==> src/rtl/mbx_pkg.sv <==
package mbx_pkg;
  localparam int STAT_FULL_BIT  = 31;
  localparam int STAT_EMPTY_BIT = 30;
  localparam int STAT_W         = 32;

  function automatic logic [63:0] marker64();
    return 64'hFFFF_FFFF_FFFF_FFFF;
  endfunction
endpackage

==> src/rtl/mbx_ctrl.sv <==
module mbx_ctrl #(
  parameter int DEPTH = 8,
  parameter int CW    = $clog2(DEPTH + 1)
) (
  input  logic          clk,
  input  logic          rst,
  input  logic          push_valid,
  input  logic          pop_req,
  output logic [CW-1:0] cnt_q,
  output logic [CW-1:0] cnt_n,
  output logic [CW-1:0] widx,
  output logic          do_push,
  output logic          do_pop,
  output logic          pop_empty,
  output logic          ovf_q,
  output logic          unf_q
);
  localparam logic [CW-1:0] FULL_CNT = CW'(DEPTH);

  logic is_empty, is_full;

  always_comb begin
    is_empty  = (cnt_q == '0);
    is_full   = (cnt_q == FULL_CNT);
    do_pop    = pop_req && !is_empty;
    pop_empty = pop_req && is_empty;
    do_push   = push_valid && (!is_full || do_pop);
    widx      = do_pop ? cnt_q - CW'(1) : cnt_q;
    cnt_n     = cnt_q;
    if (do_push && !do_pop) cnt_n = cnt_q + CW'(1);
    else if (do_pop && !do_push) cnt_n = cnt_q - CW'(1);
  end

  always_ff @(posedge clk) begin
    if (rst) begin
      cnt_q <= '0;
      ovf_q <= 1'b0;
      unf_q <= 1'b0;
    end else begin
      cnt_q <= cnt_n;
      ovf_q <= push_valid && !do_push;
      unf_q <= pop_empty;
    end
  end

  a_r6_overflow_at_full: assert property (@(posedge clk) disable iff (rst)
    ovf_q |-> (cnt_q == FULL_CNT));

  a_r5_underflow_from_empty: assert property (@(posedge clk) disable iff (rst)
    unf_q |-> ($past(cnt_q) == '0));

  a_r8_level_bounded: assert property (@(posedge clk) disable iff (rst)
    cnt_q <= FULL_CNT);
endmodule

==> src/rtl/mbx_store.sv <==
module mbx_store #(
  parameter int DEPTH = 8,
  parameter int DW    = 32,
  parameter int CW    = $clog2(DEPTH + 1)
) (
  input  logic          clk,
  input  logic          rst,
  input  logic          do_push,
  input  logic          do_pop,
  input  logic [CW-1:0] widx,
  input  logic [DW-1:0] din,
  input  logic [CW-1:0] cnt,
  output logic [DW-1:0] head
);
  localparam logic [DW-1:0] MARK = DW'(mbx_pkg::marker64());

  logic [DW-1:0] slot [DEPTH];

  for (genvar i = 0; i < DEPTH; i++) begin : g_slot
    logic [DW-1:0] shifted;
    if (i == DEPTH - 1) begin : g_tail
      assign shifted = MARK;
    end else begin : g_mid
      assign shifted = slot[i+1];
    end

    always_ff @(posedge clk) begin
      if (rst) begin
        slot[i] <= MARK;
      end else if (do_push && widx == CW'(i)) begin
        slot[i] <= din;
      end else if (do_pop) begin
        slot[i] <= shifted;
      end
    end
  end

  assign head = slot[0];

  a_r10_empty_holds_marker: assert property (@(posedge clk) disable iff (rst)
    (cnt == '0) |-> (slot[0] == MARK));

  a_r7_head_hold: assert property (@(posedge clk) disable iff (rst)
    (!do_pop && !(do_push && widx == '0)) |=> $stable(slot[0]));
endmodule

==> src/rtl/mbx_status.sv <==
module mbx_status #(
  parameter int DEPTH = 8,
  parameter int CW    = $clog2(DEPTH + 1),
  parameter int LVLW  = 8
) (
  input  logic          clk,
  input  logic          rst,
  input  logic [CW-1:0] cnt_n,
  output logic [31:0]   status
);
  localparam logic [CW-1:0] FULL_CNT = CW'(DEPTH);

  logic [31:0] word_n;

  always_comb begin
    word_n = '0;
    word_n[mbx_pkg::STAT_FULL_BIT]  = (cnt_n == FULL_CNT);
    word_n[mbx_pkg::STAT_EMPTY_BIT] = (cnt_n == '0);
    word_n[LVLW-1:0]                = LVLW'(cnt_n);
  end

  always_ff @(posedge clk) begin
    if (rst) status <= 32'h4000_0000;
    else     status <= word_n;
  end

  a_r2_flags_exclusive: assert property (@(posedge clk) disable iff (rst)
    !(status[mbx_pkg::STAT_FULL_BIT] && status[mbx_pkg::STAT_EMPTY_BIT]));
endmodule

==> src/rtl/mbox_queue.sv <==
module mbox_queue #(
  parameter int DEPTH = 8,
  parameter int DW    = 32,
  parameter int LVLW  = 8
) (
  input  logic          clk,
  input  logic          rst,
  input  logic          push_valid,
  input  logic [DW-1:0] push_data,
  input  logic          pop_req,
  output logic [DW-1:0] pop_data,
  output logic [DW-1:0] peek_data,
  output logic [31:0]   status,
  output logic          overflow,
  output logic          underflow
);
  localparam int CW = $clog2(DEPTH + 1);
  localparam logic [DW-1:0] MARK = DW'(mbx_pkg::marker64());

  logic [CW-1:0] cnt_q, cnt_n, widx;
  logic do_push, do_pop, pop_empty;
  logic [DW-1:0] head;

  mbx_ctrl #(.DEPTH(DEPTH), .CW(CW)) u_ctrl (
    .clk(clk), .rst(rst), .push_valid(push_valid), .pop_req(pop_req),
    .cnt_q(cnt_q), .cnt_n(cnt_n), .widx(widx), .do_push(do_push),
    .do_pop(do_pop), .pop_empty(pop_empty), .ovf_q(overflow), .unf_q(underflow)
  );

  mbx_store #(.DEPTH(DEPTH), .DW(DW), .CW(CW)) u_store (
    .clk(clk), .rst(rst), .do_push(do_push), .do_pop(do_pop), .widx(widx),
    .din(push_data), .cnt(cnt_q), .head(head)
  );

  mbx_status #(.DEPTH(DEPTH), .CW(CW), .LVLW(LVLW)) u_status (
    .clk(clk), .rst(rst), .cnt_n(cnt_n), .status(status)
  );

  always_ff @(posedge clk) begin
    if (rst)            pop_data <= MARK;
    else if (do_pop)    pop_data <= head;
    else if (pop_empty) pop_data <= MARK;
  end

  assign peek_data = head;

  a_r4_pop_lowers_level: assert property (@(posedge clk) disable iff (rst)
    (do_pop && !do_push) |=> (status[LVLW-1:0] == LVLW'($past(cnt_q) - CW'(1))));
endmodule

==> config.mk <==
export PLATFORM = sky130hd
export DESIGN_NAME = mbox_queue
export DESIGN_NICKNAME = d
export VERILOG_FILES = /design/src/rtl/mbx_pkg.sv /design/src/rtl/mbx_ctrl.sv /design/src/rtl/mbx_store.sv /design/src/rtl/mbx_status.sv /design/src/rtl/mbox_queue.sv
export SDC_FILE = /design/constraint.sdc
export NUM_CORES = 1
export LEC_CHECK = 0
export ABC_AREA = 1
export BUFFER_PORTS_ARGS = -buffer_cell sky130_fd_sc_hd__buf_2
export CELL_PAD_IN_SITES_DETAIL_PLACEMENT = 1
export CELL_PAD_IN_SITES_GLOBAL_PLACEMENT = 2
export CORE_MARGIN = 3
export CORE_UTILIZATION = 34
export CTS_CLUSTER_SIZE = 30
export DETAILED_ROUTE_END_ITERATION = 10
export GPL_ROUTABILITY_DRIVEN = 1
export PLACE_DENSITY_LB_ADDON = 0.1
export SLEW_MARGIN = 40
export SYNTH_ARGS = -nofsm -noshare
export SYNTH_HDL_FRONTEND = slang
export SYNTH_SLANG_ARGS = --single-unit
==> constraint.sdc <==
create_clock -name clk -period 2.9 [get_ports clk]
set_input_delay 0.58 -clock clk [delete_from_list [all_inputs] [get_ports clk]]
set_output_delay 0.58 -clock clk [all_outputs]
set_load 0.05 [all_outputs]
==> impl_metrics.env, run 1 <==
export IMPL_cts_root_buf="clkbuf_16"
export IMPL_crit_path_end_kind="flop"
export IMPL_diodes=0
export IMPL_path_buf_inv=4
export IMPL_fin_tns_setup_ns=0
export IMPL_setup_slack_ns=0.225
export IMPL_antenna_found_initial=0
export IMPL_dr_pass1_iters=4
export IMPL_clk_pin_slew_ns=0.06
export IMPL_drc=0
export IMPL_clockBufferDepth=3
export IMPL_yosys_warnings=0
export IMPL_dp_hpwl_um=25200
export IMPL_cap_violations=0
export IMPL_syn_inst=1549
export IMPL_drive_gt1_share_pct=14.4
export IMPL_nFillCells=4851
export IMPL_multi_input_area_mm2=0.00467
export IMPL_track_usage_pct=15.4
export IMPL_power_leakage_nw=5.99
export IMPL_yosys_area_top_type_share_pct=51.8
export IMPL_gp_congestion=0.760
export IMPL_p_int_mw=8.15
export IMPL_post_place_ws_ns=0.223
export IMPL_fp_dieH_um=215
export IMPL_status="finished, final reports clean"
export IMPL_fin_crit_ns=2.67
export IMPL_grt_pass1_vias=10300
export IMPL_drt_iter0_markers=463
export IMPL_critPathMaxStageDelay_ns=0.49
export IMPL_power_density_mw_per_mm2=675
export IMPL_hold_violations=0
export IMPL_grt_pass1_wl_um=57700
export IMPL_h_tree_depth=2
export IMPL_path_max_fanout=27
export IMPL_start_util_pct=34.9
export IMPL_synth_area_leaders="edfxtp_1, nand3b_1, nand2_1"
export IMPL_final_util_pct=40.3
export IMPL_holdWs_ns=0.361
export IMPL_ys_ff_latch=296
export IMPL_fmax_mhz=374
export IMPL_synth_avg_cell_area_um2=9.58
export IMPL_cts_tree="built"
export IMPL_ios=134
export IMPL_hold_path_class="input pin to flop"
export IMPL_cts_sinks=296
export IMPL_ir_drop_v=0.000315
export IMPL_slew_violations=0
export IMPL_grt_max_degree=98
export IMPL_crit_family="simple AND/OR/NAND/NOR gates"
export IMPL_die_area_mm2=0.0462
export IMPL_portBuffers=107
export IMPL_combPwrFrac_pct=18.4
export IMPL_finalWirelength_um=35900
export IMPL_skew_ns=0.0173
export IMPL_cp_required_ns=3.17
export IMPL_power_net_switching_mw=3.41
export IMPL_power_frac_seq_pct=43.2
export IMPL_cts_repair_resized=0
export IMPL_fin_crit_sh_pct=92.2
export IMPL_via_per_inst=4.58
export IMPL_core_area_mm2=0.0425
export IMPL_p_clk_share_pct=38.3
export IMPL_dr_total_vias=10200
export IMPL_seq_area_mm2=0.00849
export IMPL_start_kind="flop"
export IMPL_post_cts_setup_buffers=0
export IMPL_layout_nets=1663
export IMPL_grt_ovfl_total=0
export IMPL_rsz0062_at_grt="no"
export IMPL_wl_per_cell_um=16.1
export IMPL_postCtsHoldBufs=0
export IMPL_die_w_um=215
export IMPL_clk_insertion_delay_late_ns=0.52
export IMPL_yosysSeqAreaShare_pct=57.2
export IMPL_syn_to_final_growth_pct=15.4
export IMPL_cts_buffers=36
export IMPL_synth_area_leader_cell="edfxtp_1"
export IMPL_setup_viol_count_final=0
export IMPL_synth_area_mm2=0.0148
export IMPL_slowest_stage="dfxtp_1"
export IMPL_arrival_ns=2.94
export IMPL_swShare_pct=29.5
export IMPL_drtAntennaViolNets=0
export IMPL_ys_types=30
export IMPL_path_cells="inv_1 > ha_1 > nand3_4 > nand2_4 > inv_2 > nand2_2 > nand2_2 > nor2_4 > nand2_1 > buf_4 > nand3b_1 > nand2_1 > inv_1"
export IMPL_path_class="flop to flop"
export IMPL_rows=75
## synthesized netlist by cell type
cell,count
a21oi_1,1
buf_1,10
buf_2,36
buf_4,53
buf_6,1
clkbuf_1,34
clkinv_1,1
conb_1,1
dfxtp_1,40
edfxtp_1,256
ha_1,3
inv_1,269
inv_2,5
nand2_1,308
nand2_2,6
nand2_4,1
nand3_1,204
nand3_2,2
nand3_4,2
nand3b_1,192
nand4_1,64
nor2_1,10
nor2_2,5
nor2_4,7
nor3_1,1
nor4_1,1
o21ai_0,1
o21ai_2,1
o22ai_1,32
xor2_1,2
## path summary, 6_finish.rpt
check	from	endpoint	slack [ns]	depth (start not counted)
min reg2reg	pop_data[29]	pop_data[29]	0.47	2
max reg2reg	u_status.status[0]	u_store.slot[1][35]	0.23	13
min	push_data[17]	u_store.slot[1][17]	0.36	3
max	u_status.status[0]	u_store.slot[1][35]	0.23	13
## cells in the final DEF (no fill, tap or decap)
cell type  instances
nand2_1          300
inv_1            269
edfxtp_1         256
nand3_1          204
nand3b_1         192
buf_2            107
nand4_1           64
dfxtp_1           40
clkbuf_16         37
o22ai_1           32
conb_1            26
buf_4             23
buf_12            16
nand2_2           14
nor2_1            10
clkbuf_1          10
nor2_4             7
clkbuf_8           7
clkinv_2           6
inv_2              5
nor2_2             5
inv_6              3
ha_1               3
nand3_4            2
nand3_2            2
xor2_1             2
bufinv_16          2
clkinv_1           2
nand2_4            1
o21ai_2            1
o21ai_0            1
a21oi_1            1
nor4_1             1
nor3_1             1
## power groups by stage
stage | clock [mW] | sequential (mW) | combinational [mW]
floorplan | 0 | 5.26 | 1.39
global placement | 0 | 5.08 | 2.15
detailed placement | 0 | 5.09 | 2.17
CTS | 4.61 | 5.00 | 2.18
global route | 4.76 | 5.01 | 2.37
finish | 4.43 | 5.00 | 2.13
## metal layers
metal,share of wire (%),up-vias,global-route usage (%)
met5,0,-,0
li1,-,5275,-
met1,51,4732,22.7
met4,1.6,0,3.53
met3,4.0,45,2.73
met2,43,154,23.7
## registers in the layout (all words and copies together), names as in the netlist
| register | flops |
|---|---|
| pop_data | 32 |
| u_ctrl.unf_q | 1 |
| u_ctrl.ovf_q | 1 |
| u_store.slot | 256 |
| u_status.status | 6 |
## area by class of cell
type	count	share of cell area, %
sequential	296	49.6
timing repair buffer	146	6.01
clock inverter	12	0.672
tap	577	4.22
multi-input combinational	869	27.3
clock buffer	54	6.19
inverter	275	6.06
## worst reg2reg max path, stage by stage, from the launching register on
cell and delay [ns]:
dfxtp_1 0.49, inv_1 0.20, ha_1 0.28, nand3_4 0.14
nand2_4 0.12, inv_2 0.09, nand2_2 0.08, nand2_2 0.11
nor2_4 0.07, nand2_1 0.21, buf_4 0.37, nand3b_1 0.14
nand2_1 0.08, inv_1 0.04
## cell families (layout without fill, tap and decap cells)
| kind of cell | after synthesis | after routing | share of synthesized area (%) |
|---|---|---|---|
| xor+xnor | 2 | 2 | 0.118 |
| fa+ha+maj | 3 | 3 | 0.253 |
| other cells | 1 | 26 | 0.0253 |
| compound gates | 35 | 35 | 1.48 |
| flops | 296 | 296 | 57.2 |
| buf+inv | 409 | 487 | 12.0 |
| simple gates | 803 | 803 | 28.9 |
## metrics by stage
step,instance area (um^2),instances,power (mW)
after global placement,15900,2163,7.23
after CTS,17100,2229,11.8
after global routing,17100,2229,12.1
after floorplan,14900,1574,6.65
final,17100,2229,11.6
after detailed placement,15900,2163,7.26
Power figures use the tool's default switching activity.
==> run 2: changes to the inputs <==
- ABC_AREA: 1 -> not set
- CORE_UTILIZATION: 34 -> 38
==> impl_metrics.env, run 2 <==
export IMPL_worst_pin_slew_ns=0.743
export IMPL_setup_slack_ns=0.185
export IMPL_largest_reg_flops=256
export IMPL_slew_headroom_pct=50.4
export IMPL_post_place_ws_ns=0.136
export IMPL_synth_common_cells="edfxtp_1, o22a_1, nor2_1"
export IMPL_via_per_inst=5.38
export IMPL_critPathMaxStageDelay_ns=0.45
export IMPL_drtAntennaViolNets=0
export IMPL_fin_crit_ns=2.72
export IMPL_finalWirelength_um=29900
export IMPL_fp_dieH_um=188
export IMPL_clk_insertion_delay_late_ns=0.50
export IMPL_hold_violations=0
export IMPL_cts_repair_resized=0
export IMPL_grt_ovfl_total=0
export IMPL_fmax_mhz=368
export IMPL_postCtsHoldBufs=0
export IMPL_fin_tns_setup_ns=0
export IMPL_dr_pass1_iters=4
export IMPL_final_util_pct=45.5
export IMPL_r2r_end="u_store.slot[1][22]"
export IMPL_antenna_found_initial=0
export IMPL_rows=66
export IMPL_clk_pin_slew_ns=0.06
export IMPL_skew_ns=0.0201
export IMPL_fin_area_mm2=0.0148
export IMPL_cts_tree="built"
export IMPL_min_to="u_status.status[1]"
export IMPL_synth_edf_count=256
export IMPL_post_cts_setup_buffers=0
export IMPL_gp_congestion=0.754
export IMPL_cts_sinks=296
export IMPL_synthFlopType="edfxtp_1"
export IMPL_synthArstFlopShare_pct=0
export IMPL_drt_iter0_markers=362
export IMPL_status="finished, final reports clean"
export IMPL_path_class="flop to flop"
export IMPL_synth_area_leader_cell="edfxtp_1"
export IMPL_grt_pass1_wl_um=47300
export IMPL_seq_area_mm2=0.00849
export IMPL_dp_cells=1363
export IMPL_worstHoldStart="rst"
export IMPL_layout_nets=996
export IMPL_slowest_stage="mux2i_2"
export IMPL_clockBufferDepth=3
export IMPL_fin_crit_sh_pct=93.6
export IMPL_yosys_warnings=0
export IMPL_start_kind="flop"
export IMPL_dp_hpwl_um=19700
export IMPL_die_area_mm2=0.0355
export IMPL_top_register="u_store.slot"
export IMPL_cts_buffers=34
export IMPL_final_cell_mix="edfxtp_1, o22a_1, buf_2"
export IMPL_portBuffers=107
export IMPL_setup_viol_count_final=0
export IMPL_yosys_area_top_type_share_pct=60.8
export IMPL_reg_top3="u_store.slot: 256 flops, pop_data: 32 flops, u_status.status: 6 flops"
export IMPL_ys_ff_latch=296
export IMPL_power_leakage_nw=3.92
export IMPL_yosysSeqAreaShare_pct=67.2
export IMPL_rr_startpoint="u_status.status[0]"
export IMPL_track_usage_pct=16.7
export IMPL_synth_most_common_cell="edfxtp_1"
export IMPL_start_util_pct=38.7
export IMPL_holdWs_ns=0.320
export IMPL_ios=134
export IMPL_power_total_mw=12.7
export IMPL_path_cells="inv_4 > ha_2 > nand2b_1 > o21ai_1 > mux2i_2 > buf_12 > nor3_4 > nand2b_4"
export IMPL_synth_avg_cell_area_um2=14.5
export IMPL_ir_drop_v=0.000405
export IMPL_core_area_mm2=0.0326
export IMPL_dpl_cell_area_mm2=0.0138
export IMPL_multi_input_area_mm2=0.00370
export IMPL_crit_path_end_kind="flop"
export IMPL_ys_types=56
export IMPL_synth_area_leaders="edfxtp_1, o22a_1, dfxtp_1"
export IMPL_nFillCells=3217
export IMPL_syn_to_final_growth_pct=17.4
export IMPL_cp_required_ns=3.04
export IMPL_synth_area_mm2=0.0126
export IMPL_cts_root_buf="clkbuf_16"
export IMPL_holdPathStages=2
export IMPL_wl_per_cell_um=21.0
export IMPL_syn_inst=870
export IMPL_diodes=0
export IMPL_h_tree_depth=2
export IMPL_r2r_setup_slack_ns=0.18
export IMPL_power_density_mw_per_mm2=859
export IMPL_dr_total_vias=7641
export IMPL_drive_gt1_share_pct=22.6
export IMPL_path_max_fanout=32
export IMPL_mostFrequentLayoutCell="edfxtp_1"
export IMPL_hold_path_class="input pin to flop"
export IMPL_instances_no_fill=1420
export IMPL_cap_violations=0
export IMPL_reg2regPathDepth=8
export IMPL_grt_max_degree=46
export IMPL_rsz0062_at_grt="no"
export IMPL_drc=0
export IMPL_arrival_ns=2.85
export IMPL_grt_pass1_vias=8275
export IMPL_die_w_um=188
export IMPL_slew_violations=0
[run 2: cell types whose count changed after synthesis, sizes merged, moves of 7 or more]
cell	before	now
nand4	64	1
mux2i	0	34
nand2b	0	30
o22a	0	224
nor2	22	68
nand3	208	8
inv	274	6
o31ai	0	14
buf	100	93
nand2	315	6
nand3b	192	0
o22ai	32	1
[run 2: cell families (layout without fill, tap and decap cells)]
logic type | after synthesis | after routing | synth area share [%]
compound gates | 260 | 260 | 18.3
xor+xnor | 3 | 3 | 0.208
fa+ha+maj | 3 | 3 | 0.297
buf+inv | 131 | 214 | 5.52
flops | 296 | 296 | 67.2
mux | 36 | 36 | 2.90
other cells | 1 | 26 | 0.0297
simple gates | 140 | 140 | 5.60
[run 2: area by class of cell]
class | instances | share of cell area [%]
Tap cell | 442 | 3.73
Timing Repair Buffer | 151 | 6.90
Clock buffer | 45 | 6.23
Multi-Input combinational cell | 468 | 25.0
Sequential cell | 296 | 57.3
Clock inverter | 12 | 0.717
Inverter | 6 | 0.169
[run 2: routing by layer]
metal	GRT usage (%)	share of wire (%)	vias to the layer above
li1	-	-	3518
met1	20.8	42	3915
met2	30.2	51	161
met3	2.55	5.3	47
met4	4.58	2.4	0
met5	0	0	-
[run 2: how the worst max path moves through the flow]
| stage | slack, ns | cells past startpoint | endpoint | start |
|---|---|---|---|---|
| 2_1_floorplan | -0.1 | 6 | u_store.slot[0][0] | u_status.status[0] |
| 3_3_place_gp | 0.17 | 8 | u_store.slot[0][68] | pop_req |
| 3_5_place_dp | 0.14 | 8 | u_store.slot[0][51] | pop_req |
| 4_1_cts | 0.11 | 9 | u_store.slot[0][70] | u_status.status[0] |
| 5_1_grt | 0.02 | 7 | u_store.slot[1][19] | u_status.status[0] |
| 6_report | 0.18 | 8 | u_store.slot[1][22] | u_status.status[0] |
[run 2: power by group]
group,switching (mW),internal (mW)
clock,1.62,2.40
combinational,2.38,1.04
sequential,0.129,5.16
total,4.13,8.61
[run 2: worst max-delay path, delay by kind of cell (launching register included)]
family / cells / cell delay [ns]
and+or+nand+nor: 3 / 0.62
muxes: 1 / 0.45
DFF: 1 / 0.40
AOI/OAI and AO/OA: 1 / 0.35
buffers and inverters: 2 / 0.32
adders and majority gates: 1 / 0.21
==> run 3: changes to the inputs <==
- RECOVER_POWER: not set -> 25
==> impl_metrics.env, run 3 (synthesized netlist as in run 2, its figures left out) <==
export IMPL_path_cells="inv_4 > ha_2 > nand2b_1 > o21ai_1 > mux2i_2 > nand3_1 > buf_4 > o22a_1"
export IMPL_clk_pin_slew_ns=0.06
export IMPL_cts_root_buf="clkbuf_16"
export IMPL_dp_hpwl_um=19700
export IMPL_post_place_ws_ns=0.136
export IMPL_diodes=0
export IMPL_start_kind="flop"
export IMPL_grt_max_degree=46
export IMPL_fin_area_mm2=0.0147
export IMPL_power_density_mw_per_mm2=862
export IMPL_dpl_cell_area_mm2=0.0138
export IMPL_die_area_mm2=0.0355
export IMPL_fin_crit_sh_pct=93.4
export IMPL_via_per_inst=5.38
export IMPL_fmax_mhz=369
export IMPL_final_cell_mix="edfxtp_1, o22a_1, clkbuf_1"
export IMPL_clockBufferDepth=3
export IMPL_hold_violations=0
export IMPL_ios=134
export IMPL_drtAntennaViolNets=0
export IMPL_cts_tree="built"
export IMPL_holdPathStages=2
export IMPL_reg_top3="u_store.slot: 256 flops, pop_data: 32 flops, u_status.status: 6 flops"
export IMPL_cp_depth=8
export IMPL_drc=0
export IMPL_power_leakage_nw=3.80
export IMPL_rows=66
export IMPL_grt_ovfl_total=0
export IMPL_h_tree_depth=2
export IMPL_core_area_mm2=0.0326
export IMPL_setup_slack_ns=0.190
export IMPL_holdWs_ns=0.411
export IMPL_fin_tns_setup_ns=0
export IMPL_top_register="u_store.slot"
export IMPL_power_total_mw=12.7
export IMPL_gp_congestion=0.754
export IMPL_start_util_pct=38.7
export IMPL_largest_reg_flops=256
export IMPL_hold_path_class="input pin to flop"
export IMPL_clk_insertion_delay_late_ns=0.50
export IMPL_grt_pass1_wl_um=47300
export IMPL_reg2regPathDepth=8
export IMPL_wl_per_cell_um=21.1
export IMPL_portBuffers=107
export IMPL_fp_dieH_um=188
export IMPL_ir_drop_v=0.000400
export IMPL_mostFrequentLayoutCell="edfxtp_1"
export IMPL_track_usage_pct=16.7
export IMPL_layout_nets=996
export IMPL_critPathMaxStageDelay_ns=0.45
export IMPL_arrival_ns=2.95
export IMPL_cts_buffers=34
export IMPL_cap_violations=0
export IMPL_slowest_stage="mux2i_2"
export IMPL_syn_to_final_growth_pct=16.4
export IMPL_rsz0062_at_grt="no"
export IMPL_crit_path_end_kind="flop"
export IMPL_status="finished, final reports clean"
export IMPL_slew_violations=0
export IMPL_cp_required_ns=3.14
export IMPL_path_class="flop to flop"
export IMPL_worst_pin_slew_ns=1.37
export IMPL_grt_pass1_vias=8275
export IMPL_finalWirelength_um=30000
export IMPL_nFillCells=3263
export IMPL_path_max_fanout=21
export IMPL_post_cts_setup_buffers=0
export IMPL_antenna_found_initial=0
export IMPL_slew_headroom_pct=8.68
export IMPL_die_w_um=188
export IMPL_path_buf_inv=2
export IMPL_crit_family="compound AO/OA/AOI/OAI gates"
export IMPL_drt_iter0_markers=386
export IMPL_setup_viol_count_final=0
export IMPL_dr_pass1_iters=5
export IMPL_skew_ns=0.0196
export IMPL_drive_gt1_share_pct=15.0
export IMPL_dr_total_vias=7638
export IMPL_fin_crit_ns=2.71
export IMPL_cts_sinks=296
-- run 3: cell types whose count changed in the layout (fill, tap and decap cells not counted), moves of 2 or more --
cell and change:
and2_0 +2, buf_2 -73, clkbuf_1 +73, and2_1 -2
-- run 3: power by group --
part	total [mW]	internal (mW)	switching, mW	leakage [nW]
logic	3.36	0.994	2.37	1.14
registers	5.29	5.16	0.130	2.16
clock network	4.03	2.40	1.62	0.495
-- run 3: metrics by stage --
step | cells | utilization (%)
after detailed placement | 1363 | 42.3
after global routing | 1420 | 45.1
after floorplan | 895 | -
after global placement | 1363 | 42.3
final | 1420 | 45.1
after CTS | 1420 | 45.4
-- run 3: cell type report --
type                    instances  area (um^2)  share of cell area, %
flip-flops and latches        296         8490                   57.8
multi-input cells             468         3680                   25.1
clock buffers                  45          923                   6.28
repair buffers                151          921                   6.26
well taps                     442          553                   3.76
clock inverters                12          106                  0.723
inverters                       6         25.0                  0.170
-- run 3: final timing paths --
check,start,end,slack [ns]
setup / recovery,u_status.status[0],u_store.slot[0][70],0.19
hold / removal,rst,u_status.status[1],0.41
setup reg to reg,u_status.status[0],u_store.slot[0][70],0.19
hold reg to reg,pop_data[24],pop_data[24],0.46
-- run 3: repair_timing --
item | CTS | global route
hold buffers | 0 | 0
setup endpoints to repair | 0 | 22
resized for setup | 0 | 2
-- run 3: metal layers --
layer / up-vias / GRT usage [%] / wire, um
met3: 45 / 2.55 / 1490
met4: 0 / 4.58 / 682
li1: 3524 / - / -
met1: 3907 / 20.8 / 12600
met5: - / 0 / 0
met2: 162 / 30.2 / 15200
